<file path="src/rtl/lpt_port.sv">
module lpt_port #(
  parameter int DW = 8,
  parameter int AW = 3,
  parameter logic [AW-1:0] A_DATA = 'd0,
  parameter logic [AW-1:0] A_STAT = 'd1,
  parameter logic [AW-1:0] A_CTRL = 'd2
) (
  input  logic          clk,
  input  logic          rst_n,
  input  logic          cs_n,
  input  logic [AW-1:0] addr,
  input  logic          rd_n,
  input  logic          wr_n,
  input  logic [DW-1:0] wdata,
  output logic [DW-1:0] rdata,
  output logic          bufen,
  input  logic [DW-1:0] data_in,
  output logic [DW-1:0] data_out,
  output logic          data_oe,
  input  logic          ack,
  input  logic          busy,
  input  logic          pe,
  input  logic          slct,
  input  logic          err_n,
  input  logic          irq_mode,
  output logic          strobe_n,
  output logic          autofd_n,
  output logic          init_n,
  output logic          selin_n,
  output logic          irq
);
  localparam int DIR_BIT = 5;

  logic [3:0] ctl;
  logic       dir_in;
  logic       ack_q;
  logic       flag;

  wire rd_acc = !cs_n && !rd_n;
  wire wr_acc = !cs_n && !wr_n;
  wire ack_rise = ack && !ack_q;

  always_ff @(posedge clk) begin
    if (!rst_n) begin
      data_out <= '0;
      ctl      <= '0;
      dir_in   <= 1'b0;
      ack_q    <= 1'b0;
      flag     <= 1'b0;
    end else begin
      ack_q <= ack;
      if (wr_acc && addr == A_DATA) data_out <= wdata;
      if (wr_acc && addr == A_CTRL) begin
        ctl    <= wdata[3:0];
        dir_in <= wdata[DIR_BIT];
      end
      if (ack_rise) flag <= 1'b1;
      else if (rd_acc && addr == A_STAT) flag <= 1'b0;
    end
  end

  always_comb begin
    rdata = '0;
    if (rd_acc) begin
      unique case (addr)
        A_DATA:  rdata = data_in;
        A_STAT:  rdata = DW'({~busy, ack, pe, slct, err_n, flag, 2'b00});
        A_CTRL:  rdata = DW'({2'b00, dir_in, 1'b0, ctl});
        default: rdata = '0;
      endcase
    end
  end

  assign bufen    = rd_acc;
  assign data_oe  = !dir_in;
  assign strobe_n = !ctl[0];
  assign autofd_n = !ctl[1];
  assign init_n   = !ctl[2];
  assign selin_n  = !ctl[3];
  assign irq      = irq_mode ? flag : ack_q;
endmodule

</file>
<file path="config.mk">
export PLATFORM = sky130hd
export DESIGN_NAME = lpt_port
export DESIGN_NICKNAME = d
export VERILOG_FILES = /design/src/rtl/lpt_port.sv
export SDC_FILE = /design/constraint.sdc
export NUM_CORES = 1
export LEC_CHECK = 0
export ABC_AREA = 1
export BUFFER_PORTS_ARGS = -buffer_cell sky130_fd_sc_hd__buf_2
export CAP_MARGIN = 0
export CELL_PAD_IN_SITES_DETAIL_PLACEMENT = 1
export CELL_PAD_IN_SITES_GLOBAL_PLACEMENT = 1
export CORE_MARGIN = 5
export CORE_UTILIZATION = 29
export DETAILED_ROUTE_END_ITERATION = 8
export PLACE_DENSITY_LB_ADDON = 0.08
export SLEW_MARGIN = 40
export SYNTH_ARGS = -nofsm -noshare
export SYNTH_HDL_FRONTEND = slang
export SYNTH_SLANG_ARGS = --single-unit
</file>
<file path="constraint.sdc">
create_clock -name clk -period 1.6 [get_ports clk]
set_clock_uncertainty 0.1 [all_clocks]
set_input_delay 0.24 -clock clk [delete_from_list [all_inputs] [get_ports clk]]
set_output_delay 0.24 -clock clk [all_outputs]
set_load 0.02 [all_outputs]
</file>
==> summary.txt <==
IO Count - 53
FF-to-FF setup slack - 0.83 ns
Distinct cells, synth - 20
Worst Setup SP - addr[2]
Comb power frac - 0.192
DR vias - 1000
DR WL/cell - 12.0 µm
Power after layout - 752 µW
CTS Buf Count - 3
Vias per Instance - 4.59
H-tree depth - 1
Reg2Reg Depth - 4
Total wire length - 2610 µm
Largest net degree at the start of global routing - 17
Asr flop ratio synth - 0
Outcome - finished, final reports clean
PortBufs - 52
Leakage - 0.671 nW
Worst-margin pin slew - 0.323 ns
Initial antenna violation count - 0
Worst Path Required - 1.26 ns
CTS Hold Bufs - 0
Net Count, Synth - 165
Max Root-Sink Buffers - 2
Syn avg cell area - 6.45 µm²
RePlAce Congestion - 0.748
FF-to-FF End - dir_in$_SDFFE_PN0P_
EDFF count, synth - 0
Crit path DAT - 1.13 ns
Critical path capture point type - output port
Rel. slew slack - 0.784
Tcrit/Tclk final - 0.921
P_int - 537 µW
Flops & latches, synth - 15
Net Switching - 215 µW
Synth-to-Final Area Change - 33.5%
TritonRoute pass-1 iters - 4
Max stage delay on crit path - 0.29 ns
Max VDD drop - 0.000401 V
Cell Area, Synth - 871 µm²
Core Region - 2830 µm²
Worst path cell trace - buf_2, nor2_4, nand3_1, nand3_1, nand2_1, inv_1, buf_2
Pwr dens - 647 nW/µm²
Final hold viol count - 0
CTS tree - done
Gr usage total - 0.130
FP Rows - 19
Overflow after GRT - 0
Share of cells above drive strength 1 - 0.390
Setup WS post-layout - 0.127 ns
Die area - 4200 µm²
Sw Ratio - 0.286
Final setup vio count - 0
Slowest-stage cell, CP - nor2_4
Inserted Diodes - 0
Drc violations - 0
Reg-to-Reg Start - dir_in$_SDFFE_PN0P_
Setup TNS - 0 ns
Max Slew Vio Count - 0
WS Path Type - primary input to output port
Gate Count Post-Synth - 135
Pre-CTS setup slack - 0.0922 ns
Hold crit path type - primary input to flop
Final ANT Viol Nets - 0
Clock Latency Late Sink - 0.28 ns
Chip width - 64.8 µm
CP Launch Type - primary input
Clk pwr share - 0.289
Initial Utilization - 0.308
Fin crit period - 1.47 ns
Layout Nets - 218
Hpwl dp - 2190 µm
Initial DRC count - 26
Fmax - 679 MHz
Seq/Total Area, Yosys - 0.345
Clock Tree Root - clkbuf_4
Main synth FF type - dfxtp_1
CTS Sinks - 15
Die H - 64.8 µm
Clock transition at the registers of the reported paths - 0.09 ns
Reg power frac - 0.519
First-pass GRT wire length - 4370 µm
Critical Path Sink - rdata[2]
Max Cap Viol - 0
Critical path peak fanout - 13
RSZ-0062 raised after global routing - yes
Vias in the first global route - 1052
Synth warn - 0
cells by family after synthesis:
| logic type | count (synthesis) | share of synthesized area |
|---|---|---|
| simple gates | 88 | 0.471 |
| flops | 15 | 0.345 |
| buf+inv | 25 | 0.135 |
| compound gates | 6 | 0.0359 |
| mux | 1 | 0.0129 |
worst max-delay path, delay by kind of cell:
kind | cells | cell delay (ns)
and+or+nand+nor | 4 | 0.56
buffers and inverters | 3 | 0.32
timing repair:
action / 4_1_cts / 5_1_grt
gates resized for setup: 0 / 1
endpoints found under the setup margin: 0 / 3
setup buffers: 0 / 0
stage by stage:
step | hold slack [ns] | utilization | cell area [µm²] | cells
floorplan | 0.251 | - | 871 | 135
CTS | 0.0706 | 0.410 | 1160 | 218
detailed placement | 0.362 | 0.401 | 1130 | 214
global route | 0.0954 | 0.411 | 1160 | 218
finish | 0.0786 | 0.411 | 1160 | 218
global placement | 0.336 | 0.401 | 1130 | 214
how the worst min path moves through the flow:
stage	startpoint	end	slack, ns	cells after the start
after global routing	wdata[4]	data_out[4]$_SDFFE_PN0P_	0.1	3
final	ack	ack_q$_SDFF_PN0_	0.08	3
after CTS	ack	ack_q$_SDFF_PN0_	0.07	3
after floorplan	ack	ack_q$_SDFF_PN0_	0.25	2
after detailed placement	ack_q$_SDFF_PN0_	flag$_SDFFE_PN0P_	0.36	1
after global placement	ack_q$_SDFF_PN0_	flag$_SDFFE_PN0P_	0.34	1
synthesized netlist by cell type, types with 2 or more instances:
master / number / share of area
nand3_1: 17 / 0.098
nor2_1: 20 / 0.086
nand2_1: 35 / 0.15
inv_1: 20 / 0.086
dfxtp_1: 15 / 0.34
nand2_2: 2 / 0.014
nor2_2: 9 / 0.065
a21oi_1: 5 / 0.029
power groups by stage:
stage / registers, mW / logic [mW] / clock network [mW]
after floorplan: 0.403 / 0.0722 / 0
after global placement: 0.399 / 0.142 / 0
after detailed placement: 0.400 / 0.146 / 0
after CTS: 0.391 / 0.147 / 0.230
after global routing: 0.392 / 0.162 / 0.239
final: 0.390 / 0.144 / 0.217
cell usage in the layout, fill, tap and decap left out, drive strengths merged, types with 4 or more instances in the layout:
| cell type | netlist | layout |
|---|---|---|
| a21oi | 5 | 5 |
| buf | 3 | 52 |
| clkbuf | 1 | 4 |
| dfxtp | 15 | 15 |
| inv | 21 | 21 |
| nand2 | 37 | 37 |
| nand3 | 19 | 19 |
| nor2 | 30 | 30 |
cell type report:
type / count / area [µm²]
Timing Repair Buffer: 52 / 260
Tap cell: 31 / 38.8
Clock buffer: 4 / 26.3
Sequential cell: 15 / 300
Inverter: 21 / 81.3
Fill cell: 421 / 1670
Multi-Input combinational cell: 95 / 455
state kept, by name (all words and copies together), names as in the netlist:
register / flops
dir_in: 1
ctl: 4
flag: 1
data_out: 8
ack_q: 1
metal layers:
layer | global-route usage | share of wire | up-vias
li1 | - | - | 517
met1 | 0.146 | 0.41 | 451
met2 | 0.240 | 0.51 | 30
met3 | 0.0466 | 0.081 | 2
met4 | 0.0158 | 0.0038 | 0
met5 | 0 | 0 | -
Power figures use the tool's default switching activity.
